<file path="src/rtl/cx_pkg.sv">
`timescale 1ns/1ps
package cx_pkg;
  localparam int PARCEL_W = 16;
  localparam int INSTR_W  = 32;
  localparam int REG_W    = 5;
  localparam int PRIME_W  = 3;

  typedef logic [INSTR_W-1:0] instr_t;
  typedef logic [REG_W-1:0]   reg_t;

  localparam logic [6:0] OP_LOAD   = 7'h03;
  localparam logic [6:0] OP_IMM    = 7'h13;
  localparam logic [6:0] OP_STORE  = 7'h23;
  localparam logic [6:0] OP_REG    = 7'h33;
  localparam logic [6:0] OP_LUI    = 7'h37;
  localparam logic [6:0] OP_BRANCH = 7'h63;
  localparam logic [6:0] OP_JALR   = 7'h67;
  localparam logic [6:0] OP_JAL    = 7'h6F;

  localparam instr_t INSTR_NOP    = 32'h0000_0013;
  localparam instr_t INSTR_EBREAK = 32'h0010_0073;

  localparam reg_t R_ZERO = 5'd0;
  localparam reg_t R_LINK = 5'd1;
  localparam reg_t R_SP   = 5'd2;

  // short register field -> x8..x15
  function automatic reg_t prime_reg(input logic [PRIME_W-1:0] f);
    return {2'b01, f};
  endfunction

  function automatic logic [11:0] sext6(input logic [5:0] v);
    return {{6{v[5]}}, v};
  endfunction

  function automatic instr_t enc_i(input logic [11:0] imm, input reg_t rs1,
                                   input logic [2:0] f3, input reg_t rd,
                                   input logic [6:0] op);
    return {imm, rs1, f3, rd, op};
  endfunction

  function automatic instr_t enc_s(input logic [11:0] imm, input reg_t rs2,
                                   input reg_t rs1, input logic [2:0] f3);
    return {imm[11:5], rs2, rs1, f3, imm[4:0], OP_STORE};
  endfunction

  function automatic instr_t enc_r(input logic [6:0] f7, input reg_t rs2,
                                   input reg_t rs1, input logic [2:0] f3,
                                   input reg_t rd);
    return {f7, rs2, rs1, f3, rd, OP_REG};
  endfunction

  function automatic instr_t enc_b(input logic [12:0] off, input reg_t rs1,
                                   input logic [2:0] f3);
    return {off[12], off[10:5], R_ZERO, rs1, f3, off[4:1], off[11], OP_BRANCH};
  endfunction

  function automatic instr_t enc_j(input logic [20:0] off, input reg_t rd);
    return {off[20], off[10:1], off[11], off[19:12], rd, OP_JAL};
  endfunction
endpackage

</file>
<file path="src/rtl/cx_quad0.sv">
`timescale 1ns/1ps
module cx_quad0 import cx_pkg::*; (
  input  logic [15:0] parcel_i,
  output logic        hit_o,
  output instr_t      instr_o,
  output logic        illegal_o
);
  logic [2:0] slot;
  reg_t       r_low, r_mid;
  logic [9:0] spn_imm;
  logic [6:0] word_off;
  logic [4:0] byte_off;
  instr_t     raw;
  logic       bad;

  assign hit_o    = (parcel_i[1:0] == 2'b00);
  assign slot     = parcel_i[15:13];
  assign r_low    = prime_reg(parcel_i[4:2]);
  assign r_mid    = prime_reg(parcel_i[9:7]);
  assign spn_imm  = {parcel_i[10:7], parcel_i[12:11], parcel_i[5], parcel_i[6], 2'b00};
  assign byte_off = {parcel_i[5], parcel_i[12:10], parcel_i[6]};
  assign word_off = {byte_off, 2'b00};

  always_comb begin
    raw = INSTR_NOP;
    bad = 1'b0;
    case (slot)
      3'b000: begin
        raw = enc_i({2'b00, spn_imm}, R_SP, 3'b000, r_low, OP_IMM);
        bad = (spn_imm == 10'd0);
      end
      3'b001: raw = enc_i({7'd0, byte_off}, r_mid, 3'b100, r_low, OP_LOAD);
      3'b010: raw = enc_i({5'd0, word_off}, r_mid, 3'b010, r_low, OP_LOAD);
      3'b011: raw = enc_s({6'd0, byte_off, 1'b0}, r_low, r_mid, 3'b001);
      3'b100: bad = 1'b1;
      3'b101: raw = enc_s({7'd0, byte_off}, r_low, r_mid, 3'b000);
      3'b110: raw = enc_s({5'd0, word_off}, r_low, r_mid, 3'b010);
      default: raw = enc_i(sext6({parcel_i[12], parcel_i[6:2]}), r_mid, 3'b111, r_mid, OP_IMM);
    endcase
  end

  assign instr_o   = bad ? INSTR_NOP : raw;
  assign illegal_o = bad;

  always_comb begin
    if (slot == 3'b100)
      a_r9_q0_reserved: assert (illegal_o) else $error("R9 quadrant 0 reserved slot accepted");
    if (!illegal_o)
      a_r4_q0_base_reg: assert (instr_o[19:18] == 2'b01 || instr_o[19:15] == R_SP)
        else $error("R4 quadrant 0 base register outside x8..x15 and not sp");
  end
endmodule

</file>
<file path="src/rtl/cx_quad1.sv">
`timescale 1ns/1ps
module cx_quad1 import cx_pkg::*; (
  input  logic [15:0] parcel_i,
  output logic        hit_o,
  output instr_t      instr_o,
  output logic        illegal_o
);
  logic [2:0]  slot;
  reg_t        rd, r_mid, r_low;
  logic [5:0]  imm6;
  logic [11:0] imm12;
  logic [11:0] jmp_off;
  logic [8:0]  br_off;
  logic [9:0]  sp_adj;
  instr_t      raw;
  logic        bad;

  assign hit_o   = (parcel_i[1:0] == 2'b01);
  assign slot    = parcel_i[15:13];
  assign rd      = parcel_i[11:7];
  assign r_mid   = prime_reg(parcel_i[9:7]);
  assign r_low   = prime_reg(parcel_i[4:2]);
  assign imm6    = {parcel_i[12], parcel_i[6:2]};
  assign imm12   = sext6(imm6);
  assign jmp_off = {parcel_i[12], parcel_i[8], parcel_i[10:9], parcel_i[6], parcel_i[7],
                    parcel_i[2], parcel_i[11], parcel_i[5:3], 1'b0};
  assign br_off  = {parcel_i[12], parcel_i[6:5], parcel_i[2], parcel_i[11:10],
                    parcel_i[4:3], 1'b0};
  assign sp_adj  = {parcel_i[12], parcel_i[4:3], parcel_i[5], parcel_i[2], parcel_i[6], 4'b0000};

  always_comb begin
    raw = INSTR_NOP;
    bad = 1'b0;
    case (slot)
      3'b000: raw = enc_i(imm12, rd, 3'b000, rd, OP_IMM);
      3'b001: raw = enc_j({{9{jmp_off[11]}}, jmp_off}, R_LINK);
      3'b010: raw = enc_i(imm12, R_ZERO, 3'b000, rd, OP_IMM);
      3'b011: begin
        bad = (imm6 == 6'd0);
        if (rd == R_SP) raw = enc_i({{2{sp_adj[9]}}, sp_adj}, R_SP, 3'b000, R_SP, OP_IMM);
        else            raw = {{14{imm6[5]}}, imm6, rd, OP_LUI};
      end
      3'b100: begin
        case (parcel_i[11:10])
          2'b00: begin
            raw = enc_i({7'd0, parcel_i[6:2]}, r_mid, 3'b101, r_mid, OP_IMM);
            bad = parcel_i[12];
          end
          2'b01: begin
            raw = enc_i({7'b0100000, parcel_i[6:2]}, r_mid, 3'b101, r_mid, OP_IMM);
            bad = parcel_i[12];
          end
          2'b10: raw = enc_i(imm12, r_mid, 3'b111, r_mid, OP_IMM);
          default: begin
            bad = parcel_i[12];
            case (parcel_i[6:5])
              2'b00:   raw = enc_r(7'b0100000, r_low, r_mid, 3'b000, r_mid);
              2'b01:   raw = enc_r(7'd0, r_low, r_mid, 3'b100, r_mid);
              2'b10:   raw = enc_r(7'd0, r_low, r_mid, 3'b110, r_mid);
              default: raw = enc_r(7'd0, r_low, r_mid, 3'b111, r_mid);
            endcase
          end
        endcase
      end
      3'b101: raw = enc_j({{9{jmp_off[11]}}, jmp_off}, R_ZERO);
      3'b110: raw = enc_b({{4{br_off[8]}}, br_off}, r_mid, 3'b000);
      default: raw = enc_b({{4{br_off[8]}}, br_off}, r_mid, 3'b001);
    endcase
  end

  assign instr_o   = bad ? INSTR_NOP : raw;
  assign illegal_o = bad;

  always_comb begin
    if (slot == 3'b011 && parcel_i[12] == 1'b0 && parcel_i[6:2] == 5'd0)
      a_r10_zero_upper: assert (illegal_o) else $error("R10 zero immediate accepted");
    if (!illegal_o && (slot == 3'b110 || slot == 3'b111))
      a_r11_branch_zero: assert (instr_o[24:20] == R_ZERO && instr_o[19:18] == 2'b01)
        else $error("R11 branch operands wrong");
  end
endmodule

</file>
<file path="src/rtl/cx_quad2.sv">
`timescale 1ns/1ps
module cx_quad2 import cx_pkg::*; (
  input  logic [15:0] parcel_i,
  output logic        hit_o,
  output instr_t      instr_o,
  output logic        illegal_o
);
  logic [2:0] slot;
  reg_t       rd, rs2;
  logic [5:0] ld_units;
  logic [5:0] st_units;
  instr_t     raw;
  logic       bad;

  assign hit_o    = (parcel_i[1:0] == 2'b10);
  assign slot     = parcel_i[15:13];
  assign rd       = parcel_i[11:7];
  assign rs2      = parcel_i[6:2];
  assign ld_units = {parcel_i[3:2], parcel_i[12], parcel_i[6:4]};
  assign st_units = {parcel_i[8:7], parcel_i[12:9]};

  always_comb begin
    raw = INSTR_NOP;
    bad = 1'b0;
    case (slot)
      3'b000: begin
        raw = enc_i({7'd0, rs2}, rd, 3'b001, rd, OP_IMM);
        bad = parcel_i[12];
      end
      3'b001: begin
        raw = enc_i({6'd0, ld_units}, R_SP, 3'b100, rd, OP_LOAD);
        bad = (rd == R_ZERO);
      end
      3'b010: begin
        raw = enc_i({4'd0, ld_units, 2'b00}, R_SP, 3'b010, rd, OP_LOAD);
        bad = (rd == R_ZERO);
      end
      3'b011: raw = enc_s({5'd0, st_units, 1'b0}, rs2, R_SP, 3'b001);
      3'b100: begin
        if (!parcel_i[12]) begin
          if (rs2 == R_ZERO) begin
            raw = enc_i(12'd0, rd, 3'b000, R_ZERO, OP_JALR);
            bad = (rd == R_ZERO);
          end else begin
            raw = enc_r(7'd0, rs2, R_ZERO, 3'b000, rd);
          end
        end else if (rs2 == R_ZERO) begin
          if (rd == R_ZERO) raw = INSTR_EBREAK;
          else              raw = enc_i(12'd0, rd, 3'b000, R_LINK, OP_JALR);
        end else begin
          raw = enc_r(7'd0, rs2, rd, 3'b000, rd);
        end
      end
      3'b101: raw = enc_s({6'd0, st_units}, rs2, R_SP, 3'b000);
      3'b110: raw = enc_s({4'd0, st_units, 2'b00}, rs2, R_SP, 3'b010);
      default: bad = 1'b1;
    endcase
  end

  assign instr_o   = bad ? INSTR_NOP : raw;
  assign illegal_o = bad;

  always_comb begin
    if (slot == 3'b111)
      a_r9_q2_reserved: assert (illegal_o) else $error("R9 quadrant 2 reserved slot accepted");
    if (!illegal_o && (slot == 3'b001 || slot == 3'b010 || slot == 3'b011 ||
                       slot == 3'b101 || slot == 3'b110))
      a_r13_sp_base: assert (instr_o[19:15] == R_SP) else $error("R13 stack form not based on sp");
  end
endmodule

</file>
<file path="src/rtl/cx_expander.sv">
`timescale 1ns/1ps
module cx_expander import cx_pkg::*; (
  input  logic [15:0] parcel_i,
  input  logic        valid_i,
  output logic [31:0] instr_o,
  output logic        compressed_o,
  output logic        illegal_o
);
  logic   hit0, hit1, hit2, full_len;
  instr_t ins0, ins1, ins2;
  logic   bad0, bad1, bad2;

  cx_quad0 u_quad0 (.parcel_i(parcel_i), .hit_o(hit0), .instr_o(ins0), .illegal_o(bad0));
  cx_quad1 u_quad1 (.parcel_i(parcel_i), .hit_o(hit1), .instr_o(ins1), .illegal_o(bad1));
  cx_quad2 u_quad2 (.parcel_i(parcel_i), .hit_o(hit2), .instr_o(ins2), .illegal_o(bad2));

  assign full_len = (parcel_i[1:0] == 2'b11);

  always_comb begin
    instr_o      = INSTR_NOP;
    compressed_o = 1'b0;
    illegal_o    = 1'b0;
    if (valid_i) begin
      if (full_len) begin
        instr_o = {{(INSTR_W-PARCEL_W){1'b0}}, parcel_i};
      end else begin
        compressed_o = 1'b1;
        if (hit0)      begin instr_o = ins0; illegal_o = bad0; end
        else if (hit1) begin instr_o = ins1; illegal_o = bad1; end
        else if (hit2) begin instr_o = ins2; illegal_o = bad2; end
      end
    end
  end

  always_comb begin
    if (!valid_i)
      a_r1_idle_quiet: assert (!illegal_o && !compressed_o && instr_o == INSTR_NOP)
        else $error("R1 outputs active without valid");
    if (valid_i && full_len)
      a_r2_pass_through: assert (instr_o[15:0] == parcel_i && !compressed_o && !illegal_o)
        else $error("R2 full-length parcel altered");
    if (illegal_o)
      a_r3_illegal_nop: assert (instr_o == INSTR_NOP && compressed_o)
        else $error("R3 illegal parcel produced non-NOP");
    if (compressed_o)
      a_r3_full_width: assert (instr_o[1:0] == 2'b11)
        else $error("R3 expansion is not a full-width encoding");
    a_r3_one_quadrant: assert ($countones({hit0, hit1, hit2, full_len}) == 1)
      else $error("R3 quadrant decode not one-hot");
  end
endmodule

</file>
<file path="config.mk">
export PLATFORM = sky130hd
export DESIGN_NAME = cx_expander
export DESIGN_NICKNAME = d
export VERILOG_FILES = /design/src/rtl/cx_pkg.sv /design/src/rtl/cx_quad0.sv /design/src/rtl/cx_quad1.sv /design/src/rtl/cx_quad2.sv /design/src/rtl/cx_expander.sv
export SDC_FILE = /design/constraint.sdc
export NUM_CORES = 1
export LEC_CHECK = 0
export BUFFER_PORTS_ARGS = -buffer_cell sky130_fd_sc_hd__buf_2
export CORE_ASPECT_RATIO = 0.8
export CORE_MARGIN = 5
export CORE_UTILIZATION = 40
export DETAILED_ROUTE_END_ITERATION = 6
export PLACE_DENSITY = 0.62
export SLEW_MARGIN = 20
export SYNTH_ARGS = -nofsm -noshare
export SYNTH_HDL_FRONTEND = slang
export SYNTH_SLANG_ARGS = --single-unit
</file>
<file path="constraint.sdc">
create_clock -name vclk -period 1.85
set_clock_uncertainty 0.1 [all_clocks]
set_input_delay 0.0925 -clock vclk [all_inputs]
set_output_delay 0.0925 -clock vclk [all_outputs]
set_load 0.03 [all_outputs]
</file>
Yosys cells after proc, flatten, opt, wreduce, memory -nomap -nowiden

Index checks and enable logic that the tools add are counted.

Bits in registers: 0
Input bits: 17
Output and inout port bits: 34

Eq/ne operators: 14
Mux-type cells: 31
Reductions and logical operators: 10

Operator list:

| cell                                                            | number |
|---|---|
| 32-bit case mux with 7 select lines                             | 3 |
| 32-bit 2-to-1 mux                                               | 8 |
| 32-bit case mux with 3 select lines                             | 1 |
| 31-bit case mux with 3 select lines                             | 1 |
| 25-bit 2-to-1 mux                                               | 3 |
| 29-bit 2-to-1 mux                                               | 1 |
| 21-bit 2-to-1 mux                                               | 1 |
| 10-bit logical NOT                                              | 1 |
| 5-bit logical NOT                                               | 2 |
| 1-bit 2-to-1 mux                                                | 10 |
| 3-bit == test, second input constant                            | 3 |
| 2-bit == test, second input constant                            | 4 |
| 2-bit by 1-bit == test with 1-bit output, second input constant | 3 |
| 3-bit by 2-bit == test with 1-bit output, second input constant | 2 |
| 2-bit logical NOT                                               | 3 |
| 6-bit logical NOT                                               | 1 |
| 5-bit by 2-bit == test with 1-bit output, second input constant | 1 |
| 1-bit case mux with 2 select lines                              | 2 |
| 1-bit case mux with 4 select lines                              | 1 |
| 3-bit by 1-bit == test with 1-bit output, second input constant | 1 |
| 3-bit logical NOT                                               | 1 |
| 3-bit OR reduction                                              | 1 |
| 2-bit OR reduction                                              | 1 |

Logic depth before layout (Yosys ltp)

Word-level depth: 11
Depth in mapped cells: 9

By module

A second synthesis with hierarchy kept.

Cell total of the unflattened synthesis: 511
Area, all modules: 3101.7 µm²

Modules (own cells, without submodules):

| module      | instances | cells an instance | area an instance (µm²) |
|---|---|---|---|
| cx_expander | 1         | 137               | 865.8 |
| cx_quad1    | 1         | 147               | 865.8 |
| cx_quad2    | 1         | 130               | 784.5 |
| cx_quad0    | 1         | 97                | 585.6 |

Worst setup path before layout

OpenSTA, ideal clock, no wires.

Path kind: input to output
Start: input parcel_i[2]
End: output instr_o[15]
Arrival time: 2.064 ns
Setup slack: -0.406 ns
Stages: 7
Path buffers: 1
Path through: buf_2 > or3_1 > nor2_2 > nor2_1 > a21oi_1 > a22oi_1 > a211oi_1

Word-level cells in the longest chain between the ends: 10
Elaborated cells between the ends (all ways): 17
Classes of those cells: 15 x mux; 2 x reduce/logical

Ends and longest elaborated chain:

| what                                                                                      | line                           | RTL |
|---|---|---|
| start, declared                                                                           | cx_expander.sv:3               | `input logic [15:0] parcel_i,` |
| 5-bit logical NOT                                                                         | cx_quad2.sv:41, cx_quad2.sv:47 |  |
| 25-bit 2-to-1 mux, or another cell as far along                                           | cx_quad2.sv:41                 | `if (rs2 == R_ZERO) begin` |
| 25-bit 2-to-1 mux or 1-bit 2-to-1 mux (tied branches)                                     | cx_quad2.sv:40                 | `if (!parcel_i[12]) begin` |
| 32-bit case mux with 7 select lines or 1-bit case mux with 4 select lines (tied branches) | cx_quad2.sv:25                 | `case (slot)` |
| 32-bit 2-to-1 mux                                                                         | cx_quad2.sv:60                 | `assign instr_o = bad ? INSTR_NOP : raw;` |
| 32-bit 2-to-1 mux                                                                         | cx_expander.sv:30              | `else if (hit2) begin instr_o = ins2; illegal_o = bad2; end` |
| 32-bit 2-to-1 mux (*)                                                                     | cx_expander.sv:29              | `else if (hit1) begin instr_o = ins1; illegal_o = bad1; end` |
| 32-bit 2-to-1 mux (*)                                                                     | cx_expander.sv:28              | `if (hit0) begin instr_o = ins0; illegal_o = bad0; end` |
| 32-bit 2-to-1 mux (*)                                                                     | cx_expander.sv:24              | `if (full_len) begin` |
| 32-bit 2-to-1 mux (*)                                                                     | cx_expander.sv:23              | `if (valid_i) begin` |
| end, declared                                                                             | cx_expander.sv:5               | `output logic [31:0] instr_o,` |

Mark *: on every way between the ends. The rest lies on a longest branch, timed or not.

Worst setup path after layout

Start: input parcel_i[9]
End: output instr_o[19]

Word-level cells in the longest chain between the ends: 11
Elaborated cells between the ends (all ways): 21
Classes of those cells: 1 x eq/ne; 18 x mux; 2 x reduce/logical

Ends and longest elaborated chain:

| what                                | line              | RTL |
|---|---|---|
| 5-bit logical NOT                   | --                |  |
| 21-bit 2-to-1 mux                   | cx_quad2.sv:48    | `if (rd == R_ZERO) raw = INSTR_EBREAK;` |
| 25-bit 2-to-1 mux                   | cx_quad2.sv:47    | `end else if (rs2 == R_ZERO) begin` |
| 25-bit 2-to-1 mux                   | cx_quad2.sv:40    |  |
| 32-bit case mux with 7 select lines | cx_quad2.sv:25    |  |
| 32-bit 2-to-1 mux                   | cx_quad2.sv:60    |  |
| 32-bit 2-to-1 mux                   | cx_expander.sv:30 |  |
| 32-bit 2-to-1 mux                   | cx_expander.sv:29 |  |
| 32-bit 2-to-1 mux (*)               | cx_expander.sv:28 |  |
| 32-bit 2-to-1 mux (*)               | cx_expander.sv:24 |  |
| 32-bit 2-to-1 mux (*)               | cx_expander.sv:23 |  |

Marks and branches as above.

==> impl_metrics.env <==
export IMPL_outcome="finished with violations"
export IMPL_violations_in_the_final_reports="negative setup slack"
export IMPL_die_area_mm2=0.00756
export IMPL_cellLeakagePower_nw=1.88
export IMPL_top_level_ports=51
export IMPL_grtUsageMet2_pct=60.3
export IMPL_vias_per_cell=7.06
export IMPL_detail_route_first_pass_iterations=6
export IMPL_finalHoldViolations=0
export IMPL_crit_type="primary input to output pin"
export IMPL_n_antenna_cell=0
export IMPL_routed_via_count=4551
export IMPL_grt_antenna_before_repair=0
export IMPL_pin_count_of_the_biggest_net_entering_global_routing=21
export IMPL_cp_data_arrival_time_ps=1820
export IMPL_slew_headroom_pct=66.6
export IMPL_busiest_layer="met2"
export IMPL_finalWorstSetupSlack_ps=-160
export IMPL_fmax_mhz=497
export IMPL_number_of_warnings_issued_by_yosys=0
export IMPL_cts_hold_buffers_added=0
export IMPL_fp_coreArea_mm2=0.00582
export IMPL_maxSlewViolCount=0
export IMPL_grt_remaining_overflow=0
export IMPL_final_instance_count_excl_fill=645
export IMPL_initial_utilization_pct=40.6
export IMPL_chipHeight_um=78.8
export IMPL_preCtsSetupSlack_ps=-395
export IMPL_cp_max_fo=10
export IMPL_synthesis_area_mm2=0.00236
export IMPL_cellPowerDensity_mw_per_mm2=282
export IMPL_antenna_left=0
export IMPL_flops_and_latches=0
export IMPL_ys_seq_area_share_pct=0
export IMPL_drive_gt1_share_pct=53.9
export IMPL_final_min_period_over_clock_period_pct=109
export IMPL_drc=0
export IMPL_num_clock_buffers=0
export IMPL_worstHoldPathType="primary input to output pin"
export IMPL_setup_total_negative_slack_ps=-2350
export IMPL_global_route_met3_utilization_pct=11.5
export IMPL_numPlacedInstances=628
export IMPL_final_period_minus_worst_setup_slack_ps=2010
export IMPL_floorplan_die_width_um=96.0
export IMPL_totalWireLength_um=15900
export IMPL_final_util_pct=79.5
export IMPL_vdd_ir_drop_worst_uv=212
export IMPL_max_cap_viols=0
export IMPL_dr_first_iter_drc_count=746
export IMPL_max_slew_worst_pin_slew_ps=495
export IMPL_setup_worst_path_start_class="primary input"
export IMPL_report_final_setup_viol=25
export IMPL_worst_endpoint_required_ps=1660
export IMPL_first_pass_grt_wire_length_um=23900
export IMPL_dp_final_hpwl_um=11100
export IMPL_rsz0062_at_grt="true"
export IMPL_gp_congestion=1.08
export IMPL_grt_met1_usage_pct=53.4
export IMPL_timing_critical_path_to_type="output pin"
export IMPL_grt_pass1_vias=4338
export IMPL_synthToLayoutAreaGrowth_pct=95.6
export IMPL_yosys_cell_types_count=64
export IMPL_nets=583
export IMPL_port_buffer_count=49
export IMPL_report_power_total_mw=1.30
export IMPL_synthCells=413
export IMPL_final_seq_area_um2=0
export IMPL_row_count=25
export IMPL_avgRoutedWirePerCell_um=24.7
export IMPL_synth_area_per_cell_um2=5.73
export IMPL_grt_use_total_pct=40.8
## worst max-delay path, cell delays in order
cell and delay, ps:
buf_8 100, nor4_4 260, buf_6 160, buf_6 100, o211ai_1 90, o211ai_1 160
a21oi_2 110, buf_12 160, buf_4 170, a32oi_2 210, nor2_2 70, buf_6 140
## power by group
group          leakage [nW]  switching, mW  internal [mW]
sequential                0              0              0
clock                     0              0              0
combinational          1.88          0.749          0.555
## per-layer routing
metal / vias to the layer above / part of all wire, %
met3: 155 / 16
li1: 1884 / -
met4: 0 / 6.9
met2: 495 / 41
met5: - / 0
met1: 2017 / 36
## metrics by stage
stage	hold WS, ps	cell area (um2)
finish	528	4630
global placement	539	3770
global route	555	4630
floorplan	300	2620
CTS	512	4390
detailed placement	539	3770
## placed cells by master (no fill, tap or decap), types with 5 or more instances in the layout
| master | n |
|---|---|
| a21oi_1 | 22 |
| o211ai_1 | 12 |
| a31oi_1 | 8 |
| o21ai_1 | 7 |
| nand3_1 | 8 |
| o21ai_0 | 38 |
| nand2_1 | 55 |
| a31oi_2 | 7 |
| buf_12 | 6 |
| buf_8 | 7 |
| nor2_1 | 31 |
| a221oi_1 | 5 |
| a21oi_2 | 16 |
| buf_4 | 132 |
| inv_1 | 8 |
| buf_2 | 12 |
| a22oi_1 | 6 |
| buf_6 | 41 |
## synthesized netlist by cell type (all sizes together) (8+ instances only)
library cell  count  area share [%]
a21oi            42             9.0
o21ai            50              11
nor3              8             1.9
nor2             38             6.3
clkbuf           25             4.0
inv              10             1.6
a31oi            17             4.5
nand3            10             2.1
o211ai           12             3.8
a32oi             8             3.0
a22oi             9             2.9
nand2            60             9.8
buf              25             6.3
## what timing repair did
action | 4_1_cts | 5_1_grt
endpoints found under the hold margin | 0 | 0
cloned | 2 | 0
gates resized for setup | 139 | 45
setup endpoints to repair | 31 | 31
pin swaps | 33 | 24
setup buffers | 12 | 9
## worst paths after layout
kind | startpoint | to | slack [ps] | depth (start not counted)
setup / recovery | parcel_i[9] | instr_o[19] | -160 | 12
hold / removal | valid_i | instr_o[9] | 530 | 4
## final cells by class
class | count | area, um2
fill | 397 | 1190
inverter | 12 | 51.3
multi-input combinational | 352 | 2680
tap | 81 | 101
timing repair buffer | 200 | 1800
## logic make-up after synthesis
family | synth area share, %
buffers and inverters | 12.2
AOI/OAI and AO/OA | 56.2
and+or+nand+nor | 29.2
other | 0.159
muxes | 2.17
Power figures use the tool's default switching activity.
